**src/rtl/uart_afc_pkg.sv**
```systemverilog
package uart_afc_pkg;

    typedef enum logic [1:0] {
        TRIG_SINGLE  = 2'd0,
        TRIG_QUARTER = 2'd1,
        TRIG_HALF    = 2'd2,
        TRIG_NEARTOP = 2'd3
    } trig_sel_e;

    // Entry count at which the receive side withdraws its request.
    function automatic int unsigned trig_entries(input logic [1:0] sel,
                                                 input int unsigned depth);
        int unsigned n;
        case (trig_sel_e'(sel))
            TRIG_SINGLE:  n = 1;
            TRIG_QUARTER: n = depth / 4;
            TRIG_HALF:    n = depth / 2;
            default:      n = depth - 2;
        endcase
        return n;
    endfunction

    typedef struct packed {
        logic rts_n;
        logic above;
    } rts_state_t;

endpackage

```
**src/rtl/afc_cts_sync.sv**
```systemverilog
module afc_cts_sync #(
    parameter int unsigned STAGES = 2
) (
    input  logic clk,
    input  logic rst_n,
    input  logic async_i,
    output logic sync_o
);
    logic [STAGES-1:0] chain_d, chain_q;

    generate
        if (STAGES == 1) begin : g_single
            always_comb chain_d = async_i;
        end else begin : g_multi
            always_comb chain_d = {chain_q[STAGES-2:0], async_i};
        end
    endgenerate

    // Reset to the inactive (high) level so nothing is granted early.
    always_ff @(posedge clk or negedge rst_n) begin
        if (!rst_n) chain_q <= '1;
        else        chain_q <= chain_d;
    end

    assign sync_o = chain_q[STAGES-1];

    a_r1_sync_idle_after_reset: assert property (@(posedge clk)
        !rst_n |=> sync_o);
endmodule

```
**src/rtl/afc_rts_ctrl.sv**
```systemverilog
module afc_rts_ctrl
    import uart_afc_pkg::*;
#(
    parameter int unsigned DEPTH = 16,
    localparam int unsigned LVL_W = $clog2(DEPTH + 1)
) (
    input  logic             clk,
    input  logic             rst_n,
    input  logic [LVL_W-1:0] level_i,
    input  logic [1:0]       sel_i,
    input  logic             mcr_rts_i,
    input  logic             afc_en_i,
    input  logic             loop_i,
    output logic             rts_n_o
);
    rts_state_t st_d, st_q;
    logic [LVL_W-1:0] thr;

    always_comb begin
        thr         = LVL_W'(trig_entries(sel_i, DEPTH));
        st_d.above  = (level_i >= thr);
        st_d.rts_n  = 1'b1;
        if (mcr_rts_i && !loop_i && !(afc_en_i && st_d.above))
            st_d.rts_n = 1'b0;
    end

    always_ff @(posedge clk or negedge rst_n) begin
        if (!rst_n) st_q <= '{rts_n: 1'b1, above: 1'b0};
        else        st_q <= st_d;
    end

    assign rts_n_o = st_q.rts_n;

    a_r3_loop_forces_idle: assert property (@(posedge clk) disable iff (!rst_n)
        loop_i |=> rts_n_o);
    a_r2_mcr_clear_idle: assert property (@(posedge clk) disable iff (!rst_n)
        !mcr_rts_i |=> rts_n_o);
    a_r4_full_withdraws: assert property (@(posedge clk) disable iff (!rst_n)
        (afc_en_i && level_i >= thr) |=> rts_n_o);
    a_r6_manual_ignores_level: assert property (@(posedge clk) disable iff (!rst_n)
        (!afc_en_i && mcr_rts_i && !loop_i) |=> !rts_n_o);
    a_r5_room_reasserts: assert property (@(posedge clk) disable iff (!rst_n)
        (afc_en_i && mcr_rts_i && !loop_i && level_i < thr) |=> !rts_n_o);
endmodule

```
**src/rtl/afc_tx_gate.sv**
```systemverilog
module afc_tx_gate (
    input  logic clk,
    input  logic rst_n,
    input  logic cts_n_sync_i,
    input  logic afc_en_i,
    input  logic tx_req_i,
    output logic tx_go_o
);
    logic allow;

    always_comb begin
        allow   = !afc_en_i || !cts_n_sync_i;
        tx_go_o = tx_req_i && allow;
    end

    a_r8_hold_when_cts_idle: assert property (@(posedge clk) disable iff (!rst_n)
        (afc_en_i && cts_n_sync_i) |-> !tx_go_o);
    a_r9_pass_when_disabled: assert property (@(posedge clk) disable iff (!rst_n)
        !afc_en_i |-> (tx_go_o == tx_req_i));
    a_r8_no_grant_without_req: assert property (@(posedge clk) disable iff (!rst_n)
        !tx_req_i |-> !tx_go_o);
endmodule

```
**src/rtl/uart_autoflow.sv**
```systemverilog
module uart_autoflow
    import uart_afc_pkg::*;
#(
    parameter int unsigned DEPTH       = 16,
    parameter int unsigned SYNC_STAGES = 2,
    localparam int unsigned LVL_W      = $clog2(DEPTH + 1)
) (
    input  logic             clk,
    input  logic             rst_n,
    input  logic             cts_n_i,
    output logic             rts_n_o,
    input  logic [LVL_W-1:0] rx_level_i,
    input  logic [1:0]       trig_sel_i,
    input  logic             tx_req_i,
    output logic             tx_go_o,
    input  logic             mcr_rts_i,
    input  logic             afc_en_i,
    input  logic             loop_i
);
    logic cts_n_sync;

    afc_cts_sync #(.STAGES(SYNC_STAGES)) u_sync (
        .clk     (clk),
        .rst_n   (rst_n),
        .async_i (cts_n_i),
        .sync_o  (cts_n_sync)
    );

    afc_rts_ctrl #(.DEPTH(DEPTH)) u_rts (
        .clk       (clk),
        .rst_n     (rst_n),
        .level_i   (rx_level_i),
        .sel_i     (trig_sel_i),
        .mcr_rts_i (mcr_rts_i),
        .afc_en_i  (afc_en_i),
        .loop_i    (loop_i),
        .rts_n_o   (rts_n_o)
    );

    afc_tx_gate u_gate (
        .clk          (clk),
        .rst_n        (rst_n),
        .cts_n_sync_i (cts_n_sync),
        .afc_en_i     (afc_en_i),
        .tx_req_i     (tx_req_i),
        .tx_go_o      (tx_go_o)
    );
endmodule

```
**config.mk**
```make
export PLATFORM = sky130hd
export DESIGN_NAME = uart_autoflow
export DESIGN_NICKNAME = d
export VERILOG_FILES = /design/src/rtl/uart_afc_pkg.sv /design/src/rtl/afc_cts_sync.sv /design/src/rtl/afc_rts_ctrl.sv /design/src/rtl/afc_tx_gate.sv /design/src/rtl/uart_autoflow.sv
export SDC_FILE = /design/constraint.sdc
export NUM_CORES = 1
export LEC_CHECK = 0
export ABC_AREA = 1
export BUFFER_PORTS_ARGS = -buffer_cell sky130_fd_sc_hd__buf_2
export CAP_MARGIN = 20
export CORE_AREA = 2 2 39 41
export DETAILED_ROUTE_END_ITERATION = 12
export DIE_AREA = 0 0 41 43
export SETUP_SLACK_MARGIN = 0.2
export SLEW_MARGIN = 5
export SYNTH_ARGS = -nofsm -noshare
export SYNTH_HDL_FRONTEND = slang
export SYNTH_HIERARCHICAL = 1
export SYNTH_SLANG_ARGS = --single-unit
```
**constraint.sdc**
```tcl
create_clock -name clk -period 0.8 [get_ports clk]
set_input_delay 0.16 -clock clk [delete_from_list [all_inputs] [get_ports clk]]
set_output_delay 0.16 -clock clk [all_outputs]
set_load 0.005 [all_outputs]
```
Yosys cells after proc, flatten, opt, wreduce, memory -nomap -nowiden. Index checks and enable logic that the tools add are counted.

Magnitude comparators: 1. Equal/unequal tests: 2. Multiplexer cells: 2. Reduce and logical (&&, ||, !) cells: 10.

Operators by type and width (number): $pmux W4 S3 (1); $ge A5 B4 Y1 (1); $logic_and A1 B1 Y1 (4); $logic_not A1 Y1 (4); $eq A2 B1 Y1 const B (1); $eq A2 B2 Y1 const B (1); $logic_not A2 Y1 (1); $logic_or A1 B1 Y1 (1); $mux W1 (1).

Input bits: 14. Register bits: 3. Output and inout bits: 2.

Longest topological paths before layout. Gate-level depths: netlist of the first run.

Word-level depth: 7. Depth in mapped cells: 8. Depth with buffers taken out: 8.

Hierarchy. The synthesis of the first run kept the hierarchy.

Modules (own cells, without submodules): afc_rts_ctrl (sequential area each 26.3 um^2, area an instance 163.9 um^2, cells each 26, times used 1); afc_cts_sync (sequential area each 52.6 um^2, area an instance 52.6 um^2, cells each 2, times used 1); afc_tx_gate (sequential area each 0.0 um^2, area an instance 12.5 um^2, cells each 2, times used 1).

Least setup slack after synthesis of the first run. Ideal clock, no wire load.

Kind: input to register. Start point: input port trig_sel_i[0]. End point: register u_rts.st_q, in the netlist u_rts/rts_n_o. Path buffers: 0. Data arrival time: 0.744 ns. Library setup time: 0.076 ns. Stages on the path: 8. Setup slack: -0.020 ns. Path through: inv_1 ha_1 nand2_1 nand2_1 nand2_1 nand3_1 nand2_1 nand2_1.

RTL lines: from (decl) (RTL line uart_autoflow.sv:13) `input logic [1:0] trig_sel_i,`; to (signal assigned) (RTL line afc_rts_ctrl.sv:28) `if (!rst_n) st_q <= '{rts_n: 1'b1, above: 1'b0};`; to (signal assigned) (RTL line afc_rts_ctrl.sv:29) `else st_q <= st_d;`; to (decl) (RTL line afc_rts_ctrl.sv:16) `rts_state_t st_d, st_q;`.

Worst setup path in the final report of the first run.
Start point: register u_sync.chain_q[1]. End point: output port tx_go_o.

Longest elaborated chain between the ends: 3.

Ends and longest elaborated chain: from (decl) (RTL line afc_cts_sync.sv:9) `logic [STAGES-1:0] chain_d, chain_q;`; from (signal assigned) (RTL line afc_cts_sync.sv:22) `else chain_q <= chain_d;`; $logic_not A1 Y1 (RTL line afc_tx_gate.sv:12) `allow = !afc_en_i || !cts_n_sync_i;`; $logic_or A1 B1 Y1 (RTL line afc_tx_gate.sv:12); $logic_and A1 B1 Y1 (RTL line afc_tx_gate.sv:13) `tx_go_o = tx_req_i && allow;`; to (decl) (RTL line uart_autoflow.sv:15) `output logic tx_go_o,`.

No other way between the ends.

==> flow_summary.ini, run 1 <==
[detailed_routing]
met3WireLength_um = 40
wl_um = 489
wl_met2_um = 270
drt_first_pass_iters = 2
top_layer_used = met3
avgViaCountPerCell = 3.61
via_count = 238
drc_errors = 0
wl_per_cell_um = 7.41
ant_nets = 0
wl_met1_um = 179
dr.first_iter.drc_count = 3

[global_route]
grt_pass1_vias = 237
overflow = 0
antenna_found_initial = 0
track_usage_pct = 7.35
grt_pass1_wl_um = 828
grt_max_degree = 4

[yosys]
synth_area_um2 = 229
ys_ff_latch = 3
synth.area.mux_share_pct = 0
yosys.area_share.adder_pct = 21.9
syn_area_per_cell_um2 = 7.63
synthXorXnorAreaFrac_pct = 0
yosysUniqueCellTypes = 8
synth_warnings = 6
synth_top_area_share_pct = 34.4
synth_nets = 48
synth-simple-area-share_pct = 26.8
synth_compound_area_share_pct = 3.83
yosysTopAreaCell = dfstp_2
synth_top_family_by_area = simple AND/OR/NAND/NOR gates
seq_area_frac_synth_pct = 34.4
netlist_instances = 30
synth_area_leaders = dfstp_2 (34%), ha_1 (22%), nand2_1 (15%)

[status]
violations = setup timing
status = complete, but fails checks

[floorplanning]
placeableCoreArea_um2 = 1380
dieArea_um2 = 1760
fp.dieW_um = 41
fp-row-count = 14
dieHeight_um = 43
pin_count = 16
initial_utilization_pct = 16.5

[worst_hold_path]
min_path_cells = 1
worstHoldPathType = in2reg

[power_and_ir_drop]
total_power_mw = 0.563
p_leak_nw = 0.217
power.density_nw_per_um2 = 1390
ir_worst_vdd_uv = 944

[timing]
setup_viol_count_final = 2
tns_ns = -0.446
worst_slack_ns = -0.258
max_slew.worst_pin.slew_ns = 0.0889
grt_setup_unrepaired = yes
final-hold-violation-count = 0
clock.fmax_ghz = 0.945
layout_min_cycle_time_ns = 1.06
skew_ns = 0.0000958
slew_headroom_pct = 94.1
min_period_over_period_pct = 132
slew_violations = 0

[cts]
postCtsSetupRepairBufs = 0
insertion_delay_ns = 0.23
cts-root-buf = clkbuf_4
tritoncts = built
clkTransAtPathRegs_ns = 0.04
cts_max_level = 1
cts-buffers-inserted = 3
clock-sinks = 3
clockBufferDepth = 2

[worst_setup_path]
worstSetupEndpointType = output port
cp-start-kind = flop
crit_type = reg2out
critical_path_arrival_ns = 0.90
cp_max_fo = 1
cp.required_ns = 0.64
rr_worst_depth = 0

[flow_run]
cap_violations = 0

[final_layout]
nNetsFinal = 69
layout_common_cells = buf_2 (13), nand2_1 (9), inv_1 (7)
final_common_cell = buf_2
synthToLayoutAreaGrowth_pct = 77.0
drive_above_1_share_pct = 56.0
diodes = 0
nFillCells = 154

[placement]
hpwl_um = 373
gp_congestion = 0.592
portBuffers = 15
## flip-flops by register name, summed over array words and instances, names as in the netlist
| register | cells |
|---|---|
| u_rts/rts_n_o | 1 |
| u_sync/chain_q | 2 |
## cells in the mapped netlist
library cell	instances
nor2_4	1
nor2_1	3
nand2_1	9
nand3_1	1
dfstp_2	3
inv_1	8
a21oi_2	1
ha_1	4
## final cells by class
class | instances | area, µm² | area share [%]
Inverter | 8 | 30.0 | 7.41
Multi-Input combinational cell | 19 | 153 | 37.7
Sequential cell | 3 | 78.8 | 19.4
Tap cell | 16 | 20.0 | 4.94
Timing Repair Buffer | 16 | 97.6 | 24.1
Clock buffer | 4 | 26.3 | 6.48
## final timing paths
path,startpoint,slack [ns],end
max,u_sync/chain_q[1],-0.26,tx_go_o
min,cts_n_i,0.03,u_sync/chain_q[0]
max reg2reg,u_sync/chain_q[0],0.24,u_sync/chain_q[1]
min reg2reg,u_sync/chain_q[0],0.35,u_sync/chain_q[1]
max in group asynchronous,rst_n,0.34,u_sync/chain_q[1]
min in group asynchronous,rst_n,0.44,u_rts/rts_n_o
## cell families (layout without fill, tap and decap cells)
logic type / count (synthesis) / after routing
compound gates: 1 / 1
fa+ha+maj: 4 / 4
buf+inv: 8 / 28
flops: 3 / 3
simple gates: 14 / 14
## power breakdown
group	total, mW	internal, mW	switching (mW)
Clock	0.260	0.187	0.0737
Combinational	0.133	0.0733	0.0602
Sequential	0.169	0.166	0.00232
## metrics by stage
stage / hold slack (ns) / instance area [µm²] / cells / utilization, % / worst slack, ns
finish: 0.0328 / 405 / 66 / 29.3 / -0.258
global route: 0.0183 / 405 / 66 / 29.3 / -0.291
CTS: 0.0271 / 388 / 66 / 28.0 / -0.266
detailed placement: 0.133 / 324 / 61 / 23.4 / -0.220
global placement: 0.129 / 324 / 61 / 23.4 / -0.210
floorplan: 0.0122 / 229 / 30 / - / -0.0199
## worst max-delay path, cell delays in order (launching register included)
cell	delay (ns)
dfstp_2	0.52
a21oi_2	0.04
buf_2	0.12
## timing repair
action                     4_1_cts  5_1_grt
resized for setup                5        2
setup endpoints to repair        3        3
hold buffers                     1        0
pin swaps                        4        0
hold endpoints to repair         3        0
## metal layers
layer / track usage, % / up-vias
met1: 6.82 / 101
met4: 4.00 / 0
met5: 0 / -
met2: 11.6 / 9
met3: 4.71 / 0
li1: - / 128
(Power assumes the default switching activity.)
==> inputs of run 2 (changes only) <==
--- a/config.mk
+++ b/config.mk
@@ -11,6 +11,7 @@
 export CORE_AREA = 2 2 39 41
 export DETAILED_ROUTE_END_ITERATION = 12
 export DIE_AREA = 0 0 41 43
+export PLACE_DENSITY = 0.48
 export SETUP_SLACK_MARGIN = 0.2
 export SLEW_MARGIN = 5
 export SYNTH_ARGS = -nofsm -noshare
==> constraint.sdc (replaced) <==
create_clock -name clk -period 1.1 [get_ports clk]
set_input_delay 0.22 -clock clk [delete_from_list [all_inputs] [get_ports clk]]
set_output_delay 0.22 -clock clk [all_outputs]
set_load 0.005 [all_outputs]
==> run 2 against run 1 <==
The run still ends with setup timing left. Routed wire length down 7.4%. Clock-buffer cell count unchanged. Sequential cell count unchanged. Global-route usage down 2.0 points. Critical endpoint unchanged. Largest cell class unchanged.
==> flow_summary.ini, run 2 (synthesized netlist as in run 1, its figures left out) <==
[status]
status = complete, but fails checks
violations = setup timing

[global_route]
grt_max_degree = 4
track_usage_pct = 5.33
grt_pass1_wl_um = 586
antenna_found_initial = 0
grt_pass1_vias = 183
overflow = 0

[final_layout]
drive_above_1_share_pct = 52.0
nNetsFinal = 69
nFillCells = 161
post-route-cell-area_um2 = 384
diodes = 0
largest_reg_flops = 2
regMostFlops = u_sync/chain_q
layout_common_cells = buf_2 (13), nand2_1 (9), inv_1 (7)
synthToLayoutAreaGrowth_pct = 67.8
final_common_cell = buf_2
final_cells = 66

[floorplanning]
placeableCoreArea_um2 = 1380
pin_count = 16
fp.dieW_um = 41
dieHeight_um = 43
dieArea_um2 = 1760
initial_utilization_pct = 16.5
fp-row-count = 14

[worst_setup_path]
rr_worst_depth = 0
cp-start-kind = flop
crit_family = flip-flops
worstSetupEndpointType = output port
cpPeakStageDelay_ns = 0.52
slowest_stage = dfstp_2
cp.required_ns = 0.88
crit_cells = 2
crit_buf_inv = 1
r2r_start = u_sync/chain_q[0]
crit_type = reg2out
worst-r2r-setup-slack_ns = 0.55
cp_max_fo = 1
path_cells = a21oi_2 > buf_2
worstReg2RegEnd = u_sync/chain_q[1]
critical_path_arrival_ns = 0.90

[power_and_ir_drop]
seqPwrFrac_pct = 30.7
power_switching_mw = 0.0948
swShare_pct = 23.7
p_comb_share_pct = 22.0
p_leak_nw = 0.214
total_power_mw = 0.400
pwr-share-clk_pct = 47.3
power.density_nw_per_um2 = 1040
intPower_mw = 0.305
ir_worst_vdd_uv = 572

[cts]
cts_max_level = 1
clkTransAtPathRegs_ns = 0.04
postCtsSetupRepairBufs = 0
tritoncts = built
cts-buffers-inserted = 3
clockBufferDepth = 2
insertion_delay_ns = 0.23
clock-sinks = 3
cts-root-buf = clkbuf_4

[timing]
grt_setup_unrepaired = yes
max_slew.worst_pin.slew_ns = 0.0882
min_period_over_period_pct = 102
skew_ns = 0.00653
slew_violations = 0
worst_slack_ns = -0.0193
final-hold-violation-count = 0
slew_headroom_pct = 94.1
setup_viol_count_final = 1
clock.fmax_ghz = 0.893
layout_min_cycle_time_ns = 1.12

[detailed_routing]
drc_errors = 0
dr.first_iter.drc_count = 0
ant_nets = 0
drt_first_pass_iters = 1
wl_per_cell_um = 6.86
avgViaCountPerCell = 3.38
wl_um = 453
via_count = 223

[worst_hold_path]
worstHoldPathType = in2reg
hold_end = u_sync/chain_q[0]
min_path_cells = 1
hold_start = cts_n_i

[placement]
gp_congestion = 0.474
postPlaceCellArea_um2 = 324
hpwl_um = 362
portBuffers = 15
pre_cts_slack_ns = -0.00440
dp_cells = 61

[flow_run]
cap_violations = 0
run 2: routing by layer:
layer | global-route usage [%] | share of wire (%) | wire [µm] | up-vias
met4 | 4.00 | 0 | 0 | 0
met3 | 3.14 | 6.2 | 28 | 0
met2 | 7.19 | 47 | 213 | 8
met1 | 5.81 | 47 | 211 | 88
met5 | 0 | 0 | 0 | -
li1 | - | - | - | 127
run 2: cell type report:
cell class	count	area (µm²)	share of cell area [%]
inverters	8	30.0	7.82
clock buffers	4	26.3	6.84
multi-input cells	19	135	35.2
flip-flops and latches	3	78.8	20.5
repair buffers	16	93.8	24.4
well taps	16	20.0	5.21
run 2: repair_timing:
action | in CTS | in global routing
hold buffers | 1 | 0
resized for setup | 0 | 5
cloned | 0 | 0
setup endpoints to repair | 2 | 3
pin swaps | 0 | 4
endpoints found under the hold margin | 3 | 0
run 2: worst max-delay path by stage:
stage,slack [ns],start,to
final,-0.02,u_sync/chain_q[1],tx_go_o
after global routing,-0.05,u_sync/chain_q[1],tx_go_o
after CTS,-0.03,u_sync/chain_q[1],tx_go_o
after detailed placement,-0.004,trig_sel_i[1],u_rts/rts_n_o
after global placement,0.001,trig_sel_i[1],u_rts/rts_n_o
after floorplan,0.22,trig_sel_i[0],u_rts/rts_n_o
run 2: stage by stage:
step / util, % / setup TNS [ns] / hold slack [ns]
floorplan: - / 0 / 0.0722
global placement: 23.4 / 0 / 0.190
detailed placement: 23.4 / -0.00440 / 0.196
CTS: 26.0 / -0.0291 / 0.0867
global route: 27.8 / -0.0478 / 0.0769
finish: 27.8 / -0.0193 / 0.0948
run 2: power groups by stage:
| stage | Clock, mW | Sequential, mW | Combinational (mW) |
|---|---|---|---|
| final | 0.189 | 0.123 | 0.0880 |
| after global routing | 0.213 | 0.123 | 0.101 |
| after CTS | 0.199 | 0.123 | 0.0793 |
| after detailed placement | 0 | 0.124 | 0.0762 |
| after global placement | 0 | 0.124 | 0.0755 |
| after floorplan | 0 | 0.124 | 0.0386 |
==> inputs of run 3 (changes only) <==
--- a/config.mk
+++ b/config.mk
@@ -9,6 +9,7 @@
 export BUFFER_PORTS_ARGS = -buffer_cell sky130_fd_sc_hd__buf_2
 export CAP_MARGIN = 20
 export CORE_AREA = 2 2 39 41
+export CTS_BUF_LIST = sky130_fd_sc_hd__clkbuf_16
 export DETAILED_ROUTE_END_ITERATION = 12
 export DIE_AREA = 0 0 41 43
 export PLACE_DENSITY = 0.48
==> run 3 against run 2 <==
Register-to-register slack barely moved. Largest cell class unchanged. Combinational power is 3.6% higher. Final area increased by 16%. The flow still finishes with violations (setup timing). Cell count unchanged. Clock-buffer cell count down 1. Largest power group unchanged. Maximum frequency increased by 0.96%. Die area is the same. Sequential power is essentially flat. First-iteration DRC count up 1.
==> flow_summary.ini, run 3 (synthesized netlist as in run 1, its figures left out) <==
[status]
status = complete, but fails checks
violations = setup timing

[final_layout]
nFillCells = 152
nNetsFinal = 69
final_common_cell = buf_2
regMostFlops = u_sync/chain_q
layout_common_cells = buf_2 (13), nand2_1 (9), inv_1 (8)
diodes = 0
largest_reg_flops = 2
drive_above_1_share_pct = 52.0
synthToLayoutAreaGrowth_pct = 94.5

[cts]
cts_max_level = 1
cts-root-buf = clkbuf_16
cts-buffers-inserted = 3
clkTransAtPathRegs_ns = 0.03
postCtsSetupRepairBufs = 0
clockBufferDepth = 2
tritoncts = built
insertion_delay_ns = 0.22
clock-sinks = 3

[worst_setup_path]
cp.required_ns = 0.88
rr_worst_depth = 0
critical_path_arrival_ns = 0.89
cp-start-kind = flop
crit_type = reg2out
worst-r2r-setup-slack_ns = 0.54
worstReg2RegEnd = u_sync/chain_q[1]
worstSetupEndpointType = output port
r2r_start = u_sync/chain_q[0]
cp_max_fo = 1

[power_and_ir_drop]
pwr-share-clk_pct = 72.5
ir_worst_vdd_uv = 765
intPower_mw = 0.641
power.density_nw_per_um2 = 1750
p_leak_nw = 0.243
power_switching_mw = 0.139
p_comb_share_pct = 11.7
swShare_pct = 17.8
total_power_mw = 0.779
seqPwrFrac_pct = 15.8

[timing]
min_period_over_period_pct = 101
clock.fmax_ghz = 0.902
setup_viol_count_final = 1
tns_ns = -0.00867
final-hold-violation-count = 0
max_slew.worst_pin.slew_ns = 0.0767
worst_slack_ns = -0.00867
slew_violations = 0
skew_ns = 0.00153
grt_setup_unrepaired = yes
slew_headroom_pct = 94.9
layout_min_cycle_time_ns = 1.11

[placement]
hpwl_um = 362
portBuffers = 15
gp_congestion = 0.474

[worst_hold_path]
min_path_cells = 1
hold_end = u_sync/chain_q[0]
hold_start = cts_n_i
worstHoldPathType = in2reg

[floorplanning]
dieArea_um2 = 1760
placeableCoreArea_um2 = 1380
dieHeight_um = 43
initial_utilization_pct = 16.5
pin_count = 16
fp.dieW_um = 41
fp-row-count = 14

[global_route]
grt_pass1_wl_um = 641
grt_max_degree = 4
grt_pass1_vias = 180
antenna_found_initial = 0
track_usage_pct = 7.04
overflow = 0

[detailed_routing]
wl_per_cell_um = 7.56
dr.first_iter.drc_count = 1
via_count = 230
wl_met1_um = 210
wl_met2_um = 220
drt_first_pass_iters = 2
avgViaCountPerCell = 3.48
met3WireLength_um = 43
ant_nets = 0
wl_um = 499
drc_errors = 0
top_layer_used = met4

[flow_run]
cap_violations = 0
-- run 3: changes by cell type in the layout (fill, tap and decap cells not counted), sizes merged --
cell and delta:
clkbuf -1, inv +1
-- run 3: worst max-delay path, cell delays in order (launching register included) --
cell and delay, ns:
dfstp_2 0.51, a21oi_2 0.04, buf_2 0.11
-- run 3: worst max-delay path by stage --
stage                     cells past startpoint             to  slack, ns         startpoint
after floorplan                               8  u_rts/rts_n_o       0.22      trig_sel_i[0]
after global placement                        9  u_rts/rts_n_o      0.001      trig_sel_i[1]
after detailed placement                      9  u_rts/rts_n_o     -0.004      trig_sel_i[1]
after CTS                                     2        tx_go_o      -0.02  u_sync/chain_q[1]
after global routing                          2        tx_go_o      -0.03  u_sync/chain_q[1]
final                                         2        tx_go_o     -0.009  u_sync/chain_q[1]
-- run 3: cell type report --
cell class                 instances  area, µm²  area share [%]
multi-input combinational         19        140            31.5
clock buffer                       3       75.1            16.9
tap                               16       20.0            4.49
timing repair buffer              16       97.6            21.9
clock inverter                     1       3.75           0.843
inverter                           8       30.0            6.74
sequential                         3       78.8            17.7
-- run 3: metal layers --
metal  up-vias  GRT usage [%]
li1        127              -
met3         2           3.14
met1        89           6.45
met4         0           14.0
met2        12           7.19
met5         -              0
-- run 3: timing repair --
action / in CTS / in global routing
setup endpoints to repair: 2 / 3
hold endpoints to repair: 3 / 0
hold buffers: 1 / 0
pin swaps: 0 / 6
cloned: 0 / 0
gates resized for setup: 0 / 7
-- run 3: power groups by stage --
stage / Clock (mW) / Sequential (mW) / Combinational (mW)
floorplan: 0 / 0.124 / 0.0386
detailed placement: 0 / 0.124 / 0.0762
global route: 0.593 / 0.124 / 0.105
global placement: 0 / 0.124 / 0.0755
finish: 0.565 / 0.123 / 0.0912
CTS: 0.578 / 0.123 / 0.0793
-- run 3: metrics by stage --
stage,hold WS [ns],setup slack [ns],cells,utilization (%),cell area [µm²]
6_report,0.0976,-0.00867,66,32.2,445
5_1_grt,0.0936,-0.0305,66,32.2,445
4_1_cts,0.0950,-0.0158,66,29.8,413
3_5_place_dp,0.196,-0.00440,61,23.4,324
3_3_place_gp,0.190,0.00148,61,23.4,324
2_1_floorplan,0.0722,0.220,30,-,229
